## config.mk

```make
export PLATFORM = sky130hd
export DESIGN_NAME = serial_mag_cmp
export DESIGN_NICKNAME = d
export VERILOG_FILES = /design/src/rtl/serial_cmp_pkg.sv /design/src/rtl/serial_cmp_step.sv /design/src/rtl/serial_cmp_code.sv /design/src/rtl/serial_mag_cmp.sv
export SDC_FILE = /design/constraint.sdc
export NUM_CORES = 1
export LEC_CHECK = 0
export ABC_AREA = 0
export BUFFER_PORTS_ARGS = -buffer_cell sky130_fd_sc_hd__buf_2
export CORE_AREA = 5 5 42 44
export CTS_CLUSTER_SIZE = 25
export DETAILED_ROUTE_END_ITERATION = 16
export DIE_AREA = 0 0 47 49
export HOLD_SLACK_MARGIN = 0.15
export PLACE_DENSITY_LB_ADDON = 0.05
export SYNTH_ARGS = -nofsm -noshare
export SYNTH_HDL_FRONTEND = slang
export SYNTH_SLANG_ARGS = --single-unit
export TNS_END_PERCENT = 20
```

## constraint.sdc

```tcl
create_clock -name clk -period 2.02 [get_ports clk]
set_clock_uncertainty 0.05 [all_clocks]
set_input_delay 0.404 -clock clk [delete_from_list [all_inputs] [get_ports clk]]
set_output_delay 0.404 -clock clk [all_outputs]
set_load 0.1 [all_outputs]
```

## src/rtl/serial_cmp_pkg.sv

```systemverilog
package serial_cmp_pkg;

    localparam int RES_W = 2;

    localparam logic [RES_W-1:0] RES_EQ  = 2'b00;
    localparam logic [RES_W-1:0] RES_AGT = 2'b10;
    localparam logic [RES_W-1:0] RES_BGT = 2'b01;

    typedef enum logic [1:0] {
        CMP_EQ  = 2'd0,
        CMP_AGT = 2'd1,
        CMP_BGT = 2'd2
    } cmp_state_e;

    typedef struct packed {
        cmp_state_e       state;
        logic [RES_W-1:0] res;
    } cmp_regs_t;

endpackage

```

## src/rtl/serial_cmp_step.sv

```systemverilog
module serial_cmp_step
    import serial_cmp_pkg::*;
(
    input  cmp_state_e cur_i,
    input  logic       a_i,
    input  logic       b_i,
    output cmp_state_e nxt_o
);

    always_comb begin
        nxt_o = cur_i;
        case (cur_i)
            CMP_EQ: begin
                if (a_i && !b_i) begin
                    nxt_o = CMP_AGT;
                end else if (!a_i && b_i) begin
                    nxt_o = CMP_BGT;
                end else begin
                    nxt_o = CMP_EQ;
                end
            end
            default: nxt_o = cur_i;
        endcase
    end

endmodule

```

## src/rtl/serial_cmp_code.sv

```systemverilog
module serial_cmp_code
    import serial_cmp_pkg::*;
(
    input  cmp_state_e       state_i,
    output logic [RES_W-1:0] code_o
);

    always_comb begin
        case (state_i)
            CMP_AGT: code_o = RES_AGT;
            CMP_BGT: code_o = RES_BGT;
            default: code_o = RES_EQ;
        endcase
    end

endmodule

```

## src/rtl/serial_mag_cmp.sv

```systemverilog
module serial_mag_cmp
    import serial_cmp_pkg::*;
(
    input  logic             clk,
    input  logic             rst_n,
    input  logic             start_i,
    input  logic             valid_i,
    input  logic             a_i,
    input  logic             b_i,
    output logic [RES_W-1:0] res_o,
    output logic [RES_W-1:0] res_q_o
);

    cmp_regs_t        regs_d;
    cmp_regs_t        regs_q;
    cmp_state_e       base_state;
    cmp_state_e       stepped_state;
    logic [RES_W-1:0] code_d;

    // a restart discards the old verdict before the current pair is judged
    always_comb begin
        base_state = start_i ? CMP_EQ : regs_q.state;
    end

    serial_cmp_step u_step (
        .cur_i (base_state),
        .a_i   (a_i),
        .b_i   (b_i),
        .nxt_o (stepped_state)
    );

    serial_cmp_code u_code (
        .state_i (regs_d.state),
        .code_o  (code_d)
    );

    always_comb begin
        regs_d       = regs_q;
        regs_d.state = valid_i ? stepped_state : base_state;
        regs_d.res   = code_d;
    end

    always_ff @(posedge clk or negedge rst_n) begin
        if (!rst_n) begin
            regs_q.state <= CMP_EQ;
            regs_q.res   <= RES_EQ;
        end else begin
            regs_q <= regs_d;
        end
    end

    assign res_o   = code_d;
    assign res_q_o = regs_q.res;

endmodule

```

# After elaboration in Yosys (flattened, before gate mapping)
# Index checks and enable logic that the tools add are counted.
dict set report word_totals {
  register_bits 4
  in_bits 6
  output_inout_bits 4
  wordCells 15
}
dict set report op_classes {
  n_eq_ne 2
  n_mux 6
  n_reduce_logical 5
}
# op n
set ops {}
lappend ops {{$mux W2} 5}
lappend ops {{$pmux W2 S2} 1}
lappend ops {{$eq A2 B1 Y1 const B} 1}
lappend ops {{$eq A2 B2 Y1 const B} 1}
lappend ops {{$logic_and A1 B1 Y1} 2}
lappend ops {{$logic_not A1 Y1} 2}
lappend ops {{$logic_not A2 Y1} 1}

# Depth between registers and ports, before layout
# Gate-level depths: netlist of run 1.
dict set report logic_depth {
  depth_word 8
  mapped_depth 3
  mapped_depth_nobuf 2
}

# Modules after synthesis
# Synthesis of run 1 repeated with hierarchy kept, for this count alone.
dict set report hier_totals {
  cells_unflattened 16
  hier_area_um2 190.2
}
# module n_inst cells_per_inst area_each_um2 seq_area_each_um2
set modules_own_cells {}
lappend modules_own_cells {serial_mag_cmp 1 10 150.1 100.1}
lappend modules_own_cells {serial_cmp_step 1 4 25.0 0.0}
lappend modules_own_cells {serial_cmp_code 1 2 15.0 0.0}

# Worst setup path after synthesis of run 1
# OpenSTA, ideal clock, no wires.
dict set report synth_timing {
  kind {input-to-output}
  startpoint {input port a_i}
  endpoint {output port res_o[0]}
  t_arrival_ns 1.030
  required_time_ns 1.566
  setup_slack_ns 0.536
  stages 3
  path_cell_list {nand3b_1 -> a21oi_1 -> buf_4}
}
# element line_no
set synth_rtl {}
lappend synth_rtl {{start: declaration} serial_mag_cmp.sv:8} ;# input logic a_i,
lappend synth_rtl {{end: declaration} serial_mag_cmp.sv:10} ;# output logic [RES_W-1:0] res_o,

# Worst setup path after layout of run 1
dict set report layout_timing {
  startpoint {register regs_q[2] in the netlist's numbering}
  endpoint {output port res_o[0]}
}
dict set report layout_via {
  elab_chain_len 6
  elab_cells_between_ends 7
  cone_classes {eq/ne (2); mux (4); reduce/logical (1)}
}
# element line_no
set layout_lines {}
lappend layout_lines {{start: declaration} serial_mag_cmp.sv:15} ;# cmp_regs_t regs_q;
lappend layout_lines {{start signal: assignment} serial_mag_cmp.sv:48} ;# regs_q <= regs_d;
lappend layout_lines {{$mux W2 *} serial_mag_cmp.sv:22} ;# base_state = start_i ? CMP_EQ : regs_q.state;
lappend layout_lines {{$logic_not A2 Y1} serial_cmp_step.sv:12} ;# case (cur_i)
lappend layout_lines {{$mux W2} serial_cmp_step.sv:12}
lappend layout_lines {{$mux W2 *} serial_mag_cmp.sv:39} ;# regs_d.state = valid_i ? stepped_state : base_state;
lappend layout_lines {{$eq A2 B2 Y1 or $eq A2 B1 Y1 (tied branches)} serial_cmp_code.sv:9} ;# case (state_i)
lappend layout_lines {{$pmux W2 S2 *} serial_cmp_code.sv:9}
# Mark *: on every way between the ends. The rest lies on a longest branch, timed or not.

==> metrics.sh, run 1 <==
CTS-ROOT-BUF='sky130_fd_sc_hd__clkbuf_4'
GP_ROUTABILITY_CONGESTION=0.6911
CTS-RESIZED-GATES=0
AREA_GROWTH_SYN_TO_LAYOUT_PCT=50.32
MAX_SLEW_MARGIN_PCT=67.89
SYNTH_SIMPLE_GATE_AREA_SHARE_PCT=20.65
SYNTH.FF_LATCH_COUNT=4
FP-ROW-COUNT=14
SEQUENTIALPOWERSHARE_PCT=33.0
FINALCRITICALPERIOD_PS=1698
SYNTH_NETS=24
CLOCK_POWER_SHARE_PCT=34.9
NUMCLOCKSINKS=4
BUFFER_PORTS.INSERTED=9
GRT_PASS1_WL_UM=662
FINAL_HOLD_VIOL_COUNT=0
CRITPATHARRIVALTIME_PS=1240
NUM_IO_PINS=10
DRT_ITER0_MARKERS=0
CTS_MAX_LEVEL=1
OVERFLOW=0
MAPPEDNETLISTAREA_UM2=193.9
P_INT_W=0.0001781
SYNTH_MUX_AREA_SHARE_PCT=0
RATIO_OF_CELLS_WITH_DRIVE_ABOVE_1_IN_THE_FINAL_LAYOUT_PCT=48.15
POSTROUTEANTENNANETS=0
FINAL_CELL_MIX='7 x sky130_fd_sc_hd__buf_2, 4 x sky130_fd_sc_hd__dfrtp_1, 3 x sky130_fd_sc_hd__clkbuf_4'
FINALNETCOUNT=35
FP.DIEH_UM=49
CTS_HOLD_BUF=1
MAIN_COMBINATIONAL_CELL_FAMILY_BY_AREA_AFTER_SYNTHESIS='simple AND/OR/NAND/NOR gates'
STATIC-LEAKAGE-POWER_nW=0.1362
SYNTH_AREA_IN_XOR_XNOR_PCT=0
HP-START='start_i'
WORST_SKEW_PAIR.LATE_LATENCY_PS=230
INITIAL_CORE_UTIL_PCT=13.84
DIE_W_UM=47
FINALSETUPVIOLATIONS=0
CLK_PIN_SLEW_WORST_PATHS_PS=40
FIRST_PASS_ITERS=1
DETAILED_PLACEMENT_HPWL_UM=346.9
HP-CLASS='in -> reg'
VIAS_IN_THE_FIRST_GLOBAL_ROUTE=175
PLACEABLECOREAREA_UM2=1401
NUM_CTS_BUFFERS=3
ROUTE.DETAILED.VIAS_PER_INST=3.419
WORSTSETUPSTARTPOINTTYPE='register'
DRC_ERRORS=0
NUMPLACEDINSTANCES=39
SEQUENTIAL_ELEMENT_SHARE_OF_THE_SYNTHESIZED_AREA_PCT=51.61
IR_WORST_VDD_uV=150.0
CRITPATHMAXFANOUT=2
FINAL_DESIGN_AREA_NO_FILL_UM2=291.5
POWER_SHARE_OF_THE_COMBINATIONAL_GROUP_PCT=32.1
YOSYS.CELL_TYPES.COUNT=8
CTS_TREE='yes'
ANTENNA_VIOLATIONS_BEFORE_REPAIR=0
RUN_STATUS='finished clean'
DETAIL_ROUTE.WL_PER_CELL_UM=9.326
FINALSETUPTNS_PS=0
P_SW_W=0.00009395
FINALMAXSLEWVIOLATIONS=0
FINAL_CELLS=43
COMMONEST_NON_FILL_NON_TAP_CELL_IN_THE_LAYOUT='sky130_fd_sc_hd__buf_2'
MAX-CAP-VIOLATIONS=0
MIN_PERIOD_OVER_PERIOD_PCT=84.06
POSTSYNTHAREAPERCELL_UM2=10.77
FMAXACHIEVABLE_MHz=588.9
POWER_PER_CELL_AREA_nW_PER_UM2=933.1
LAUNCH_POINT_OF_THE_WORST_PATH='regs_q[2]'
WORSTSETUPPATHTYPE='reg -> out'
WORST_R2R_STARTPOINT='regs_q[2]'
SYNTHCELLS=18
WORST_EP_REQUIRED_TIME_PS=1570
SETUP_REPAIR_AFTER_GLOBAL_ROUTING_MISSED_ITS_MARGIN='false'
WORST_SLEW_PIN_SLEW_PS=485.0
PRE_CTS_SLACK_PS=328.7
WORST_SETUP_PATH_END_KIND='primary output'
PLACED_STANDARD_CELL_AREA_UM2=259.0
VIAS=147
GRT_UTIL_ALL_LAYERS_PCT=4.876
SWITCHING_SHARE_PCT=34.54
GRT_START_MAX_NET_PINS=5
CTSLONGESTPATHBUFFERS=2
FLOORPLAN.DIE_AREA_UM2=2303
SYNTH.YOSYS.WARNINGS=0
YOSYS.AREA_SHARE.ADDER_PCT=0
NUM-FILL-CELLS=162
CTS_SETUP_BUFFERS=0
LAYOUT_SETUP_WS_PS=322.0
SYNTH-COMPOUND-AREA-SHARE_PCT=12.26
DIODES=0
ROUTED_WIRELENGTH_UM=401
==> metal layers <==
layer / vias to the layer above / GRT usage (%) / wire (um) / share of wire [%]
met5: - / 0 / 0 / 0
met4: 0 / 9.677 / 19 / 4.7
li1: 75 / - / - / -
met2: 6 / 5.430 / 198 / 49
met3: 2 / 1.107 / 27 / 6.7
met1: 64 / 4.667 / 155 / 39
==> logic make-up after synthesis <==
| kind of cell | count (synthesis) |
|---|---|
| and+or+nand+nor | 6 |
| DFF | 4 |
| AOI/OAI and AO/OA | 4 |
| buffers and inverters | 4 |
==> area by class of cell <==
class | instances | area (um^2) | area share, %
clock buffer | 3 | 22.52 | 7.725
multi-input combinational | 10 | 63.81 | 21.89
tap | 16 | 20.02 | 6.867
timing repair buffer | 10 | 85.08 | 29.18
sequential | 4 | 100.1 | 34.33
==> synth_stat cells, drive strengths merged <==
| cell | count | area, um^2 |
|---|---|---|
| buf | 4 | 30.03 |
| dfrtp | 4 | 100.1 |
| a21oi | 2 | 13.76 |
| nand2b | 2 | 12.51 |
| nand3b | 2 | 15.01 |
| nor2b | 2 | 12.51 |
| o21ai | 2 | 10.01 |
==> final timing paths <==
path / cells past startpoint / slack (ps) / to
max in group asynchronous: 2 / 1350 / res_q_o[1]
setup / recovery: 3 / 320 / res_o[0]
hold / removal: 3 / 440 / regs_q[3]
hold reg to reg: 2 / 490 / regs_q[3]
setup reg to reg: 2 / 1050 / res_q_o[0]
min in group asynchronous: 2 / 450 / regs_q[3]
==> worst max-delay path: stages (launching register included) <==
cell	delay, ps
sky130_fd_sc_hd__dfrtp_1	380
sky130_fd_sc_hd__nor2b_1	150
sky130_fd_sc_hd__a21oi_1	270
sky130_fd_sc_hd__buf_12	220
==> power by group through the flow <==
stage | registers [W] | clock network, W | logic [W]
floorplan | 0.0000897 | 0 | 0.0000691
global placement | 0.0000906 | 0 | 0.0000868
detailed placement | 0.0000908 | 0 | 0.0000867
CTS | 0.0000898 | 0.000102 | 0.0000883
global route | 0.0000904 | 0.000104 | 0.0000912
finish | 0.0000898 | 0.0000949 | 0.0000873
==> through the flow <==
step	util (%)	total power, W	hold WS, ps
6_report	20.80	0.0002720	438.0
5_1_grt	20.80	0.0002856	461.9
4_1_cts	20.80	0.0002801	430.1
3_5_place_dp	18.48	0.0001776	161.1
3_3_place_gp	18.48	0.0001774	162.5
2_1_floorplan	-	0.0001588	58.41
==> state kept, by name, indices dropped and copies added (netlist names) <==
signal and flops:
regs_q 2, res_q_o 2
Note: power is estimated with default switching activity, not from simulation.
==> run 2: changes to the inputs <==
--- a/config.mk
+++ b/config.mk
@@ -5,7 +5,7 @@
 export SDC_FILE = /design/constraint.sdc
 export NUM_CORES = 1
 export LEC_CHECK = 0
-export ABC_AREA = 0
+export ABC_AREA = 1
 export BUFFER_PORTS_ARGS = -buffer_cell sky130_fd_sc_hd__buf_2
 export CORE_AREA = 5 5 42 44
 export CTS_CLUSTER_SIZE = 25
==> constraint.sdc (replaced) <==
create_clock -name clk -period 1.5 [get_ports clk]
set_clock_uncertainty 0.05 [all_clocks]
set_input_delay 0.3 -clock clk [delete_from_list [all_inputs] [get_ports clk]]
set_output_delay 0.3 -clock clk [all_outputs]
set_load 0.1 [all_outputs]
==> run 2 against run 1 <==
Largest power group is now combinational logic. Power rose by 42%. Sequential power rose by 33%. Largest cell class unchanged. Synthesized cell count is 39% higher. Critical path depth rose by 2. Die area unchanged. Core utilization increased by 3.5 points. First-iteration DRC count unchanged. Final cell count up 19%. Flip-flop and latch count unchanged. The run now ends with setup timing left. Sequential share of layout area shrank 4.9 points. Worst hold slack got worse by 87 ps. Clock power is 36% higher. Critical endpoint is now res_o[1].
==> metrics.sh, run 2 <==
RUN_STATUS='finished, violations left'
FAILED_CHECKS='setup timing'
CTS-ROOT-BUF='sky130_fd_sc_hd__clkbuf_4'
LAUNCH_POINT_OF_THE_WORST_PATH='regs_q[2]'
R2R_END='res_q_o[1]'
FINALNETCOUNT=43
SYNTH_NETS=31
DIODES=0
CLOCK_POWER_SHARE_PCT=33.5
WORST_EP_REQUIRED_TIME_PS=1150
R2R_CELLS=4
WORST_SKEW_PAIR.LATE_LATENCY_PS=230
POSTSYNTH.ASYNCRESETSHARE_PCT=100.0
SYNTH_LARGEST_TYPE_AREA_FRACTION_PCT=47.62
MAX-CAP-VIOLATIONS=0
NUMCLOCKSINKS=4
ROUTE.DETAILED.VIAS_PER_INST=3.353
CRITPATHARRIVALTIME_PS=1160
YOSYSTOPAREACELL='sky130_fd_sc_hd__dfrtp_1'
INITIAL_CORE_UTIL_PCT=15.00
CRITPATHMAXFANOUT=2
FINAL_HOLD_VIOL_COUNT=0
HP-CLASS='in -> async'
FINALMAXSLEWVIOLATIONS=0
MAX_SLEW_MARGIN_PCT=67.61
R2R_SLACK_PS=570
FP.DIEH_UM=49
STATIC-LEAKAGE-POWER_nW=0.1828
SYNTHCELLS=25
GP_ROUTABILITY_CONGESTION=0.7481
SYNTH_EDF_COUNT=0
GRT_START_MAX_NET_PINS=5
WORST_PATH_MAX_DELAY_CELL='sky130_fd_sc_hd__dfrtp_1'
WORSTSETUPSTARTPOINTTYPE='register'
POSTROUTEANTENNANETS=0
SETUP_REPAIR_AFTER_GLOBAL_ROUTING_MISSED_ITS_MARGIN='true'
SYNTH.FF_LATCH_COUNT=4
COMMONEST_NON_FILL_NON_TAP_CELL_IN_THE_LAYOUT='sky130_fd_sc_hd__buf_2'
CRIT_CHAIN='nand2_2 -> inv_1 -> nor2_2 -> nor2_4 -> buf_12'
VIAS=171
DRC_ERRORS=0
CRIT_BUF_INV=2
POST_SYNTH_MOST_FREQUENT_CELLS='6 x sky130_fd_sc_hd__inv_1, 4 x sky130_fd_sc_hd__buf_4, 4 x sky130_fd_sc_hd__dfrtp_1, 4 x sky130_fd_sc_hd__nor2_1, 3 x sky130_fd_sc_hd__nand2_2'
SWITCHING_SHARE_PCT=36.23
P_INT_W=0.0002463
DETAIL_ROUTE.WL_PER_CELL_UM=7.922
WORSTSETUPPATHTYPE='reg -> out'
SYNTH.YOSYS.WARNINGS=0
BUFFER_PORTS.INSERTED=9
IR_WORST_VDD_uV=453.0
FIRST_PASS_ITERS=1
ROUTED_WIRELENGTH_UM=404
FLOORPLAN.DIE_AREA_UM2=2303
WORST_SETUP_PATH_END_KIND='primary output'
FINAL_CORE_DENSITY_PCT=24.29
MAPPEDNETLISTAREA_UM2=210.2
WORST_SLEW_PIN_SLEW_PS=489.2
CTSLONGESTPATHBUFFERS=2
NUM_CTS_BUFFERS=3
DRT_ITER0_MARKERS=0
POST_SYNTH_MAIN_AREA_CONTRIBUTORS='sky130_fd_sc_hd__dfrtp_1 48%, sky130_fd_sc_hd__buf_4 14%, sky130_fd_sc_hd__inv_1 11%'
MIN_PERIOD_OVER_PERIOD_PCT=100.9
FINALCRITICALPERIOD_PS=1513
SEQUENTIALPOWERSHARE_PCT=30.9
CRIT_FAMILY='flip-flops'
AREA_GROWTH_SYN_TO_LAYOUT_PCT=61.90
SEQUENTIAL_ELEMENT_SHARE_OF_THE_SYNTHESIZED_AREA_PCT=47.62
YOSYS_MOST_USED_DFF='sky130_fd_sc_hd__dfrtp_1'
DIE_W_UM=47
VIAS_IN_THE_FIRST_GLOBAL_ROUTE=187
NUM_IO_PINS=10
OVERFLOW=0
YOSYS.CELL_TYPES.COUNT=9
CTS_MAX_LEVEL=1
FP-ROW-COUNT=14
ANTENNA_VIOLATIONS_BEFORE_REPAIR=0
P_SW_W=0.0001399
PLACEABLECOREAREA_UM2=1401
TOTAL_POWER_W=0.0003862
CTS_TREE='yes'
GRT_UTIL_ALL_LAYERS_PCT=4.802
SLOWEST_DELAY_PS=360
CLK_PIN_SLEW_WORST_PATHS_PS=40
POWER_PER_CELL_AREA_nW_PER_UM2=1135
RATIO_OF_CELLS_WITH_DRIVE_ABOVE_1_IN_THE_FINAL_LAYOUT_PCT=62.86
FMAXACHIEVABLE_MHz=660.9
GRT_PASS1_WL_UM=696
MOST_FREQUENT_CELL_AFTER_SYNTHESIS='sky130_fd_sc_hd__inv_1'
FINAL_CELL_MIX='7 x sky130_fd_sc_hd__buf_2, 5 x sky130_fd_sc_hd__inv_1, 4 x sky130_fd_sc_hd__dfrtp_1'
FINALSETUPVIOLATIONS=1
WORST_R2R_STARTPOINT='regs_q[2]'
POSTSYNTHAREAPERCELL_UM2=8.408
PRE_CTS_SLACK_PS=30.24
LAYOUT_SETUP_WS_PS=-13.00
POWER_SHARE_OF_THE_COMBINATIONAL_GROUP_PCT=35.6
run 2: cell count changes in the layout (fill, tap and decap cells not counted), moves of 2 or more:
cell                       change
sky130_fd_sc_hd__nor2_2        +3
sky130_fd_sc_hd__o21ai_1       -2
sky130_fd_sc_hd__nor2b_1       -2
sky130_fd_sc_hd__nand2_2       +2
sky130_fd_sc_hd__inv_1         +5
sky130_fd_sc_hd__nand3b_1      -2
sky130_fd_sc_hd__nand2b_1      -2
run 2: worst max path at each step:
| stage | endpoint | slack, ps | cells past startpoint |
|---|---|---|---|
| 4_1_cts | res_o[1] | -40 | 6 |
| 6_report | res_o[1] | -10 | 5 |
| 2_1_floorplan | res_o[1] | 180 | 6 |
| 3_5_place_dp | res_o[1] | 30 | 7 |
| 5_1_grt | res_o[1] | -80 | 5 |
| 3_3_place_gp | res_o[1] | 50 | 7 |
run 2: logic make-up after synthesis:
group,after synthesis,share of synthesized area [%]
AOI/OAI and AO/OA,1,4.167
buffers and inverters,10,25.00
DFF,4,47.62
and+or+nand+nor,10,23.21
run 2: power groups by stage:
stage	clock network (W)	logic, W	registers (W)
global placement	0	0.000123	0.000121
detailed placement	0	0.000124	0.000121
finish	0.000129	0.000137	0.000119
global route	0.000151	0.000144	0.000120
CTS	0.000135	0.000138	0.000120
floorplan	0	0.0000981	0.000121
run 2: timing repair:
item,CTS,global route
endpoints found under the hold margin,4,0
resized for setup,6,1
cloned,0,0
hold buffers,1,0
endpoints found under the setup margin,2,2
buffers inserted,1,0
pin swaps,4,1
run 2: stage by stage:
step,cell area (um^2),cells,hold slack (ps),setup TNS (ps)
3_5_place_dp,275.3,46,62.62,0
3_3_place_gp,275.3,46,58.69,0
6_report,340.3,51,350.9,-13.00
5_1_grt,340.3,51,354.8,-149.4
4_1_cts,335.3,51,335.1,-44.04
2_1_floorplan,210.2,25,-45.59,0
run 2: per-layer routing:
metal	track usage, %	up-vias	share of wire [%]
li1	-	87	-
met1	4.878	73	41
met2	5.656	11	43
met3	6.642	0	16
met4	1.382	0	0
met5	0	-	0
run 2: layout make-up:
cell class	count	area [um^2]
Fill cell	165	1061
Sequential cell	4	100.1
Timing Repair Buffer	11	92.59
Multi-Input combinational cell	11	82.58
Clock buffer	3	22.52
Inverter	6	22.52
Tap cell	16	20.02
